[config.mk]
export PLATFORM = sky130hd
export DESIGN_NAME = mesi_snoop_ctrl
export DESIGN_NICKNAME = d
export VERILOG_FILES = /design/src/rtl/mesi_pkg.sv /design/src/rtl/mesi_line_array.sv /design/src/rtl/mesi_cpu_policy.sv /design/src/rtl/mesi_snoop_policy.sv /design/src/rtl/mesi_snoop_ctrl.sv
export SDC_FILE = /design/constraint.sdc
export NUM_CORES = 1
export LEC_CHECK = 0
export ABC_AREA = 0
export BUFFER_PORTS_ARGS = -buffer_cell sky130_fd_sc_hd__clkbuf_2
export CAP_MARGIN = 15
export CORE_MARGIN = 10
export CORE_UTILIZATION = 31
export DETAILED_ROUTE_END_ITERATION = 10
export HOLD_SLACK_MARGIN = 0.05
export SLEW_MARGIN = 20
export SYNTH_ARGS = -nofsm -noshare
export SYNTH_HDL_FRONTEND = slang
export SYNTH_SLANG_ARGS = --single-unit
[constraint.sdc]
create_clock -name clk -period 9.3 [get_ports clk]
set_clock_uncertainty 0.1 [all_clocks]
set_input_delay 0.93 -clock clk [delete_from_list [all_inputs] [get_ports clk]]
set_output_delay 0.93 -clock clk [all_outputs]
set_load 0.01 [all_outputs]
[src/rtl/mesi_pkg.sv]
package mesi_pkg;

  typedef enum logic [1:0] {
    LS_INV = 2'd0,
    LS_SHR = 2'd1,
    LS_EXC = 2'd2,
    LS_MOD = 2'd3
  } line_state_t;

  typedef enum logic [1:0] {
    BC_NONE = 2'd0,
    BC_RD   = 2'd1,
    BC_RDX  = 2'd2,
    BC_UPGR = 2'd3
  } bus_cmd_t;

  typedef enum logic [1:0] {
    RP_NONE     = 2'd0,
    RP_FLUSH    = 2'd1,
    RP_FLUSHOPT = 2'd2
  } snp_reply_t;

  function automatic logic is_valid(input line_state_t s);
    return s != LS_INV;
  endfunction

endpackage

[src/rtl/mesi_line_array.sv]
module mesi_line_array
  import mesi_pkg::*;
#(
  parameter int LINES = 8,
  parameter int TAG_W = 9,
  parameter int DW    = 32,
  localparam int IDX_W = $clog2(LINES)
) (
  input  logic             clk,
  input  logic             rst_n,
  input  logic [IDX_W-1:0] rd_idx,
  output line_state_t      rd_state,
  output logic [TAG_W-1:0] rd_tag,
  output logic [DW-1:0]    rd_data,
  input  logic             wr_en,
  input  logic [IDX_W-1:0] wr_idx,
  input  line_state_t      wr_state,
  input  logic [TAG_W-1:0] wr_tag,
  input  logic [DW-1:0]    wr_data
);

  line_state_t      st_q  [LINES];
  logic [TAG_W-1:0] tag_q [LINES];
  logic [DW-1:0]    dat_q [LINES];

  for (genvar g = 0; g < LINES; g++) begin : g_line
    logic sel;
    assign sel = wr_en && (wr_idx == IDX_W'(g));

    always_ff @(posedge clk or negedge rst_n) begin
      if (!rst_n) begin
        st_q[g] <= LS_INV;
      end else if (sel) begin
        st_q[g] <= wr_state;
      end
    end

    always_ff @(posedge clk) begin
      if (sel) begin
        tag_q[g] <= wr_tag;
        dat_q[g] <= wr_data;
      end
    end
  end

  assign rd_state = st_q[rd_idx];
  assign rd_tag   = tag_q[rd_idx];
  assign rd_data  = dat_q[rd_idx];

endmodule

[src/rtl/mesi_cpu_policy.sv]
module mesi_cpu_policy
  import mesi_pkg::*;
(
  input  line_state_t cur_state,
  input  logic        tag_eq,
  input  logic        we,
  input  logic        copies_in,
  output logic        hit,
  output bus_cmd_t    cmd,
  output line_state_t next_state,
  output logic        need_wb
);

  always_comb begin
    hit        = is_valid(cur_state) && tag_eq;
    cmd        = BC_NONE;
    next_state = cur_state;
    need_wb    = 1'b0;
    if (hit) begin
      if (we) begin
        next_state = LS_MOD;
        if (cur_state == LS_SHR) cmd = BC_UPGR;
      end
    end else begin
      need_wb = (cur_state == LS_MOD);
      if (we) begin
        cmd        = BC_RDX;
        next_state = LS_MOD;
      end else begin
        cmd        = BC_RD;
        next_state = copies_in ? LS_SHR : LS_EXC;
      end
    end
  end

endmodule

[src/rtl/mesi_snoop_policy.sv]
module mesi_snoop_policy
  import mesi_pkg::*;
(
  input  logic        clk,
  input  logic        rst_n,
  input  logic        valid,
  input  bus_cmd_t    cmd,
  input  line_state_t cur_state,
  input  logic        tag_eq,
  output logic        match,
  output logic        copies,
  output snp_reply_t  reply,
  output line_state_t next_state
);

  always_comb begin
    match      = valid && is_valid(cur_state) && tag_eq;
    copies     = 1'b0;
    reply      = RP_NONE;
    next_state = cur_state;
    if (match) begin
      unique case (cmd)
        BC_RD: begin
          copies     = 1'b1;
          reply      = (cur_state == LS_MOD) ? RP_FLUSH : RP_FLUSHOPT;
          next_state = LS_SHR;
        end
        BC_RDX: begin
          copies     = 1'b1;
          reply      = (cur_state == LS_MOD) ? RP_FLUSH : RP_FLUSHOPT;
          next_state = LS_INV;
        end
        BC_UPGR: begin
          reply      = (cur_state == LS_MOD) ? RP_FLUSH : RP_NONE;
          next_state = LS_INV;
        end
        default: ;
      endcase
    end
  end


  upgr_never_on_mod_chk: assert property (@(posedge clk) disable iff (!rst_n)
    (match && cmd == BC_UPGR) |-> cur_state != LS_MOD);

endmodule

[src/rtl/mesi_snoop_ctrl.sv]
module mesi_snoop_ctrl
  import mesi_pkg::*;
#(
  parameter int AW    = 12,
  parameter int DW    = 32,
  parameter int LINES = 8,
  localparam int IDX_W = $clog2(LINES),
  localparam int TAG_W = AW - IDX_W
) (
  input  logic          clk,
  input  logic          rst_n,
  input  logic          cpu_req,
  input  logic          cpu_we,
  input  logic [AW-1:0] cpu_addr,
  input  logic [DW-1:0] cpu_wdata,
  output logic          cpu_ready,
  output logic          cpu_done,
  output logic          cpu_hit,
  output logic [DW-1:0] cpu_rdata,
  output logic [1:0]    bus_req_cmd,
  output logic [AW-1:0] bus_req_addr,
  input  logic          bus_copies_in,
  input  logic [DW-1:0] bus_fill_data,
  output logic          wb_valid,
  output logic [AW-1:0] wb_addr,
  output logic [DW-1:0] wb_data,
  input  logic          snp_valid,
  input  logic [1:0]    snp_cmd,
  input  logic [AW-1:0] snp_addr,
  output logic          copies_out,
  output logic [1:0]    snp_reply,
  output logic [DW-1:0] snp_data
);

  function automatic logic [IDX_W-1:0] idx_of(input logic [AW-1:0] a);
    return a[IDX_W-1:0];
  endfunction

  function automatic logic [TAG_W-1:0] tag_of(input logic [AW-1:0] a);
    return a[AW-1:IDX_W];
  endfunction

  function automatic logic [AW-1:0] join_addr(input logic [TAG_W-1:0] t,
                                              input logic [IDX_W-1:0] i);
    return {t, i};
  endfunction

  // Named internal events
  logic             accept;
  logic [IDX_W-1:0] look_idx;
  logic [TAG_W-1:0] look_tag;
  logic             tag_eq;
  line_state_t      rd_state;
  logic [TAG_W-1:0] rd_tag;
  logic [DW-1:0]    rd_data;

  logic             p_hit;
  bus_cmd_t         p_cmd;
  line_state_t      p_next;
  logic             p_wb;
  logic [DW-1:0]    p_word;

  logic             s_match;
  logic             s_copies;
  snp_reply_t       s_reply;
  line_state_t      s_next;

  logic             wr_en;
  line_state_t      wr_state;
  logic [TAG_W-1:0] wr_tag;
  logic [DW-1:0]    wr_data;

  assign accept   = cpu_req && !snp_valid;
  assign look_idx = snp_valid ? idx_of(snp_addr) : idx_of(cpu_addr);
  assign look_tag = snp_valid ? tag_of(snp_addr) : tag_of(cpu_addr);
  assign tag_eq   = (rd_tag == look_tag);

  mesi_line_array #(.LINES(LINES), .TAG_W(TAG_W), .DW(DW)) u_array (
    .clk      (clk),
    .rst_n    (rst_n),
    .rd_idx   (look_idx),
    .rd_state (rd_state),
    .rd_tag   (rd_tag),
    .rd_data  (rd_data),
    .wr_en    (wr_en),
    .wr_idx   (look_idx),
    .wr_state (wr_state),
    .wr_tag   (wr_tag),
    .wr_data  (wr_data)
  );

  mesi_cpu_policy u_cpu (
    .cur_state  (rd_state),
    .tag_eq     (tag_eq),
    .we         (cpu_we),
    .copies_in  (bus_copies_in),
    .hit        (p_hit),
    .cmd        (p_cmd),
    .next_state (p_next),
    .need_wb    (p_wb)
  );

  mesi_snoop_policy u_snoop (
    .clk        (clk),
    .rst_n      (rst_n),
    .valid      (snp_valid),
    .cmd        (bus_cmd_t'(snp_cmd)),
    .cur_state  (rd_state),
    .tag_eq     (tag_eq),
    .match      (s_match),
    .copies     (s_copies),
    .reply      (s_reply),
    .next_state (s_next)
  );

  // Word the line holds after the processor access
  always_comb begin
    if (cpu_we)     p_word = cpu_wdata;
    else if (p_hit) p_word = rd_data;
    else            p_word = bus_fill_data;
  end

  // Array update: snoop side wins the cycle
  always_comb begin
    wr_en    = 1'b0;
    wr_state = rd_state;
    wr_tag   = rd_tag;
    wr_data  = rd_data;
    if (s_match) begin
      wr_en    = 1'b1;
      wr_state = s_next;
    end else if (accept) begin
      wr_en    = 1'b1;
      wr_state = p_next;
      wr_tag   = tag_of(cpu_addr);
      wr_data  = p_word;
    end
  end

  assign cpu_ready    = !snp_valid;
  assign bus_req_cmd  = accept ? p_cmd : BC_NONE;
  assign bus_req_addr = cpu_addr;
  assign wb_valid     = accept && p_wb;
  assign wb_addr      = join_addr(rd_tag, look_idx);
  assign wb_data      = rd_data;
  assign copies_out   = s_copies;
  assign snp_reply    = s_reply;
  assign snp_data     = rd_data;

  always_ff @(posedge clk or negedge rst_n) begin
    if (!rst_n) begin
      cpu_done  <= 1'b0;
      cpu_hit   <= 1'b0;
      cpu_rdata <= '0;
    end else begin
      cpu_done <= accept;
      cpu_hit  <= accept && p_hit;
      if (accept) cpu_rdata <= p_word;
    end
  end


  no_bus_during_snoop_chk: assert property (@(posedge clk) disable iff (!rst_n)
    snp_valid |-> (bus_req_cmd == BC_NONE && !wb_valid));


  done_follows_accept_chk: assert property (@(posedge clk) disable iff (!rst_n)
    accept |=> cpu_done);


  no_done_without_accept_chk: assert property (@(posedge clk) disable iff (!rst_n)
    !accept |=> !cpu_done);


  wb_pairs_with_fill_chk: assert property (@(posedge clk) disable iff (!rst_n)
    wb_valid |-> (bus_req_cmd == BC_RD || bus_req_cmd == BC_RDX));


  upgr_only_on_present_chk: assert property (@(posedge clk) disable iff (!rst_n)
    (bus_req_cmd == BC_UPGR) |-> (tag_eq && rd_state == LS_SHR));


  reply_needs_copies_chk: assert property (@(posedge clk) disable iff (!rst_n)
    (snp_reply != RP_NONE && snp_cmd != BC_UPGR) |-> copies_out);

endmodule

=== Word-level counts from Yosys, hierarchy flattened ===
Memory sizes are Yosys's and may differ from the RTL's.
Cells that the tools add are included.

* Register bits: 50
* Bits in latches: 0
* Output and inout bits: 129
* Bits of input ports: 96
* RAM bits: 328
* Memory bits (read-only): 0
* Word-level logic and storage cells: 151
* Memories kept: 2

* Equal/unequal tests: 13
* Shifts and indexed selects: 0
* $lt $le $gt $ge: 1
* Div/mod/pow operators: 0
* Reductions and logical operators: 33
* Multiply operators: 0
* Mux-type cells: 90
* Bitwise operators: 1
* Add/subtract/negate cells: 0

{| class="wikitable"
|+ Memories
! name !! depth !! width !! rd ports !! clocked after Yosys merged registers in !! write ports !! line !! RTL
|-
| u_array.dat_q || 8 || 32 || 1 || 0 || 1 || mesi_line_array.sv:24 || <nowiki>logic [DW-1:0] dat_q [LINES];</nowiki>
|-
| u_array.tag_q || 8 || 9 || 1 || 0 || 1 || mesi_line_array.sv:23 || <nowiki>logic [TAG_W-1:0] tag_q [LINES];</nowiki>
|}

{| class="wikitable"
|+ Operator list
! cell !! count
|-
| $mux 32 || 11
|-
| $reduce_or 32->1 || 7
|-
| $mux 9 || 10
|-
| $reduce_or 9->1 || 7
|-
| $mux 3 || 15
|-
| $mux 1 || 36
|-
| $mux 2 || 15
|-
| $logic_and 1x1->1 || 14
|-
| $eq 3x3->1 const B || 4
|-
| $eq 9x9->1 || 1
|-
| $pmux 2 s2 || 2
|-
| $bmux 2 s3 || 1
|-
| $eq 2x2->1 const B || 3
|-
| $eq 3x2->1 const B || 2
|-
| $eq 2x1->1 const B || 2
|-
| $ge 4x4->1 const B || 1
|-
| $not 3->4 || 1
|-
| $reduce_or 2->1 || 2
|-
| $eq 3x1->1 const B || 1
|-
| $logic_not 3->1 || 1
|-
| $reduce_bool 2->1 || 1
|-
| $logic_not 1->1 || 1
|}

=== Logic depth before layout (Yosys ltp) ===
* Word-level depth: 20
* Gate-level depth with buffers: 15
* Depth with buffers taken out: 10

=== Cells and area by module ===
A second synthesis with hierarchy kept.

* Cells, all modules: 932
* Area, all modules: 16549.6 µm²

{| class="wikitable"
|+ Modules (own cells, without submodules)
! module !! seq. area each (µm²) !! cells an instance !! area an instance (µm²) !! instances
|-
| mesi_line_array || 10249.8 || 525 || 13372.8 || 1
|-
| mesi_snoop_ctrl || 850.8 || 378 || 2951.6 || 1
|-
| mesi_snoop_policy || 0.0 || 17 || 140.1 || 1
|-
| mesi_cpu_policy || 0.0 || 12 || 85.1 || 1
|}

=== Worst setup path before layout ===
No wires, ideal clock.

* Kind: in2reg
* Start point: input snp_valid
* End point: register u_array.st_q[11] (netlist name)
* Data arrival time: 5.093 ns
* Library setup time: 0.127 ns
* Setup slack: 3.980 ns
* Required time: 9.073 ns
* Path buffers: 2
* Stages on the path: 11
* Cells stage by stage: buf_6 mux2i_4 inv_4 mux4_2 a211o_1 xor2_1 and4_4 buf_6 a31oi_4 nor3_2 mux2_1

* Elaborated cells between the ends (all ways): 23
* Classes of those cells: eq/ne: 2; mux: 12; bitwise: 1; reduce/logical: 7; memory: 1

{| class="wikitable"
|+ RTL lines
! what !! line !! RTL
|-
| from (decl) || mesi_snoop_ctrl.sv:27 || <nowiki>input logic snp_valid,</nowiki>
|-
| $mux 3 || mesi_snoop_ctrl.sv:74 || <nowiki>assign look_idx = snp_valid ? idx_of(snp_addr) : idx_of(cpu_addr);</nowiki>
|-
| $mem_v2 8x9 || -- ||
|-
| via wb_addr[7] || mesi_snoop_ctrl.sv:25 || <nowiki>output logic [AW-1:0] wb_addr,</nowiki>
|-
| $eq 9x9->1 || mesi_snoop_ctrl.sv:76 || <nowiki>assign tag_eq = (rd_tag == look_tag);</nowiki>
|-
| $logic_and 1x1->1 || mesi_snoop_policy.sv:17 || <nowiki>match = valid && is_valid(cur_state) && tag_eq;</nowiki>
|-
| $mux 1 || mesi_snoop_ctrl.sv:129 || <nowiki>if (s_match) begin</nowiki>
|-
| $logic_and 1x1->1 || mesi_line_array.sv:28 || <nowiki>assign sel = wr_en && (wr_idx == IDX_W'(g));</nowiki>
|-
| via u_array.g_line[2].sel || mesi_line_array.sv:27 || <nowiki>logic sel;</nowiki>
|-
| to (signal, indexed assignment) || mesi_line_array.sv:34 || <nowiki>st_q[g] <= wr_state;</nowiki>
|-
| to (decl) || mesi_line_array.sv:22 || <nowiki>line_state_t st_q [LINES];</nowiki>
|}

The timed path passes the listed nets, and every way through them passes these cells. The select of a mux whose other input is x is not followed.
A chain may end at the register's enable or synchronous reset.

=== Worst setup path after layout ===
* Start point: input snp_addr[1]
* End point: output bus_req_cmd[0]

* Word-level cells in the longest chain between the ends: 10
* Elaborated cells between the ends (all ways): 14
* Classes of those cells: eq/ne: 2; mux: 8; bitwise: 1; reduce/logical: 2; memory: 1

{| class="wikitable"
|+ RTL lines
! what !! line !! RTL
|-
| from (decl) || mesi_snoop_ctrl.sv:29 || <nowiki>input logic [AW-1:0] snp_addr,</nowiki>
|-
| $mux 3 (*) || mesi_snoop_ctrl.sv:74 ||
|-
| $not 3->4 (not written as such) || mesi_line_array.sv:46 || <nowiki>assign rd_state = st_q[rd_idx];</nowiki>
|-
| $bmux 2 s3 || mesi_line_array.sv:46 ||
|-
| $mux 2 (not written as such) (2 in series) || mesi_line_array.sv:46 ||
|-
| $eq 2x1->1 || mesi_cpu_policy.sv:22 || <nowiki>if (cur_state == LS_SHR) cmd = BC_UPGR;</nowiki>
|-
| $mux 2 || mesi_cpu_policy.sv:22 ||
|-
| $mux 2 || mesi_cpu_policy.sv:20 || <nowiki>if (we) begin</nowiki>
|-
| $mux 2 (*) || mesi_cpu_policy.sv:19 || <nowiki>if (hit) begin</nowiki>
|-
| $mux 2 (*) || mesi_snoop_ctrl.sv:141 || <nowiki>assign bus_req_cmd = accept ? p_cmd : BC_NONE;</nowiki>
|-
| to (decl) || mesi_snoop_ctrl.sv:20 || <nowiki>output logic [1:0] bus_req_cmd,</nowiki>
|}

Every way passes the cells marked *; elsewhere a longest branch is shown, timed or not. The select of a mux whose other input is x is not followed.

==> reports/metrics.yaml <==
run_status:
  run_status: "complete, no violations"
yosys:
  synth_top_area_cell: "edfxtp_1"
  synth_xor_area_frac: 0.00305
  synth_edf_count: 328
  synth_top_area_frac: 0.572
  avgSynthCellArea_um2: 11.7
  yosys_register_bits: 378
  synth_compound_area_frac: 0.124
  netlist_top_cells_area: "edfxtp_1, dfrtp_1, nand2_1"
  synthSimpleGateAreaFrac: 0.138
  synthesis.area_um2: 17200
  yosysMostFrequentCell: "edfxtp_1"
  async_reset_ff_frac: 0.132
  yosys.area_share.adder: 0.00218
  synth_top_family_by_area: "simple AND/OR/NAND/NOR gates"
  netlist_top_cells_count: "edfxtp_1, nand2_1, a21oi_1"
  synth_mux_area_frac: 0.0333
  synthCells: 1474
  ys_seq_area_frac: 0.645
  yosys_warnings: 0
  synth_flop_cell: "edfxtp_1"
  synthDistinctLibCells: 74
  synth_fp_nets: 1573
clock_tree:
  cts_root_buf: "clkbuf_16"
  clk_latency_ns: 0.55
  clockBufferDepth: 3
  cts.repair.resized: 0
  cts_made_buffers: 41
  tritoncts: "yes"
  clock-sinks: 378
  cts_hold_buf: 0
  cts_setup_buffers: 0
  htreeDepth: 2
  clkSlewWorstSetupHoldPaths_ns: 0.06
die:
  chipWidth_um: 256
  core_area_um2: 55100
  row_count: 86
  initial_core_util: 0.313
  io_pins: 225
  dieArea_um2: 65400
  die_h_um: 256
final_layout:
  multi_input_area_um2: 5230
  fillers: 5395
  seq_area_um2: 11100
  nNetsFinal: 1725
  antenna_cells: 0
  instances_no_fill: 2405
  area_delta_synth_final_pct: 16.9
  drive_gt1_frac: 0.218
power:
  switching_share: 0.269
  vdd_drop_max_mv: 0.137
  power_frac_comb: 0.147
  power.net_switching_mw: 1.13
  powerDensity_nw_per_um2: 209
  total_power_mw: 4.22
  p_seq_frac: 0.475
  internal_power_mw: 3.08
  power_frac_clock: 0.378
  p_leak_nw: 7.63
timing:
  setup_violations: 0
  slew_headroom: 0.273
  drv_slew: 0
  rsz0062_at_grt: "false"
  worstMarginPinSlew_ns: 1.06
  min_period_ns: 6.69
  finalSetupTns_ns: 0
  period_share: 0.719
  fmax_ghz: 0.149
  finalHoldViolCount: 0
  whs_ns: 0.381
placed_design:
  place.gp.congestion: 0.904
  io_buffers: 224
  dp_cells: 2330
  hpwl_mm: 32.7
global_routing:
  grt_overflow: 0
  grt_util_all_layers: 0.151
  grt_pass1_vias: 12900
  antenna_found_initial: 0
  grt_first_pass_wirelength_mm: 77.9
  grt_max_degree: 99
worst_setup_path:
  critPathSlowestCell: "and4_2"
  start_kind: "primary input"
  cp-end-kind: "output pin"
  critPathMaxFanout: 71
  critical_path_class: "in2out"
  critical_path_required_ns: 8.27
  path_cells: "clkbuf_2, mux2i_4, buf_4, buf_4, nand2_1, a21oi_1, a2111oi_4, xnor2_1, and4_2, nand2_2, a211oi_1, clkbuf_2"
  arrival_ns: 5.66
  reg2reg_slack_ns: 4.39
  cp_slowest_stage_delay_ns: 0.98
drt:
  wire_per_inst_um: 21.4
  wl_mm: 51.5
  dr.pass1.iters: 7
  drt.antenna.violating_nets: 0
  vias_per_cell: 5.20
  num_vias: 12500
  first_iter_violations: 1196
  drc: 0
min_path:
  hold_class: "reg2reg"
run:
  drv_cap: 0
[cell usage in the layout (no fill, tap or decap), drive strengths merged, types with 5 or more instances in the layout]
| cell type | n |
|---|---|
| nor2b | 5 |
| and3 | 66 |
| o21a | 5 |
| a21oi | 146 |
| nor3 | 49 |
| inv | 50 |
| o31a | 30 |
| clkbuf | 272 |
| nor2 | 87 |
| nand3 | 7 |
| a31oi | 51 |
| mux2 | 21 |
| dfrtp | 50 |
| clkinv | 19 |
| o22ai | 7 |
| nand2 | 277 |
| mux2i | 29 |
| edfxtp | 328 |
| a2111oi | 5 |
| o21ai | 13 |
| a311oi | 31 |
| buf | 30 |
[sequential cells by signal, summed over array words and instances (netlist names)]
signal and cells:
u_array.dat_q 256, u_array.tag_q 72, cpu_done 1, cpu_rdata 32, u_array.st_q 16, cpu_hit 1
[final timing paths]
check                                               from                           to  depth (start not counted)
max                                          snp_addr[1]               bus_req_cmd[0]                         12
min                             cpu_rdata[9]$_DFFE_PN0P_     cpu_rdata[9]$_DFFE_PN0P_                          2
max reg2reg                u_array.tag_q[3][5]$_DFFE_PP_  u_array.st_q[3]$_DFFE_PN0P_                         10
min reg2reg                     cpu_rdata[9]$_DFFE_PN0P_     cpu_rdata[9]$_DFFE_PN0P_                          2
max in group asynchronous                          rst_n    cpu_rdata[14]$_DFFE_PN0P_                          2
min in group asynchronous                          rst_n            cpu_hit$_DFF_PN0_                          2
[per-stage QoR]
step | setup WS [ns] | cell area (um^2) | utilization
after CTS | 2.64 | 20100 | 0.365
after global placement | 2.63 | 18800 | 0.341
after global routing | 2.31 | 20100 | 0.366
final | 2.61 | 20100 | 0.366
after floorplan | 3.98 | 17200 | -
after detailed placement | 2.46 | 18800 | 0.341
[power by group through the flow]
stage,clock network (mW),logic [mW],registers (mW)
2_1_floorplan,0,0.387,2.03
3_3_place_gp,0,0.610,2.03
3_5_place_dp,0,0.619,2.04
4_1_cts,1.63,0.621,2.00
5_1_grt,1.69,0.678,2.01
6_report,1.59,0.619,2.00
[area by class of cell]
| class | count | share of cell area |
|---|---|---|
| tap | 748 | 0.0465 |
| timing repair buffer | 252 | 0.0677 |
| inverter | 49 | 0.00938 |
| clock inverter | 24 | 0.0107 |
| clock buffer | 50 | 0.0547 |
| multi-input combinational | 904 | 0.260 |
| sequential | 378 | 0.551 |
[per-layer routing]
layer,vias to the layer above,GRT usage,routed length (um),part of all wire
li1,5702,-,-,-
met1,6247,0.189,21900,0.42
met2,481,0.258,24900,0.48
met3,86,0.0320,3420,0.066
met4,0,0.0425,1270,0.025
met5,-,0,0,0
[worst max-delay path, delay by kind of cell]
| family | cells | cell delay [ns] |
|---|---|---|
| buffers and inverters | 4 | 1.84 |
| AND/OR/NAND/NOR | 3 | 1.41 |
| AO/OA/AOI/OAI | 3 | 0.81 |
| multiplexers | 1 | 0.31 |
| XOR/XNOR | 1 | 0.27 |
[kinds of logic (layout without fill, tap and decap cells)]
family | count (synthesis) | after routing
AO/OA/AOI/OAI | 323 | 323
XOR/XNOR | 6 | 6
adder cells (fa/ha/maj) | 3 | 3
buffers and inverters | 192 | 375
flip-flops | 378 | 378
multiplexers | 51 | 51
AND/OR/NAND/NOR | 521 | 521
Power figures use the tool's default switching activity.
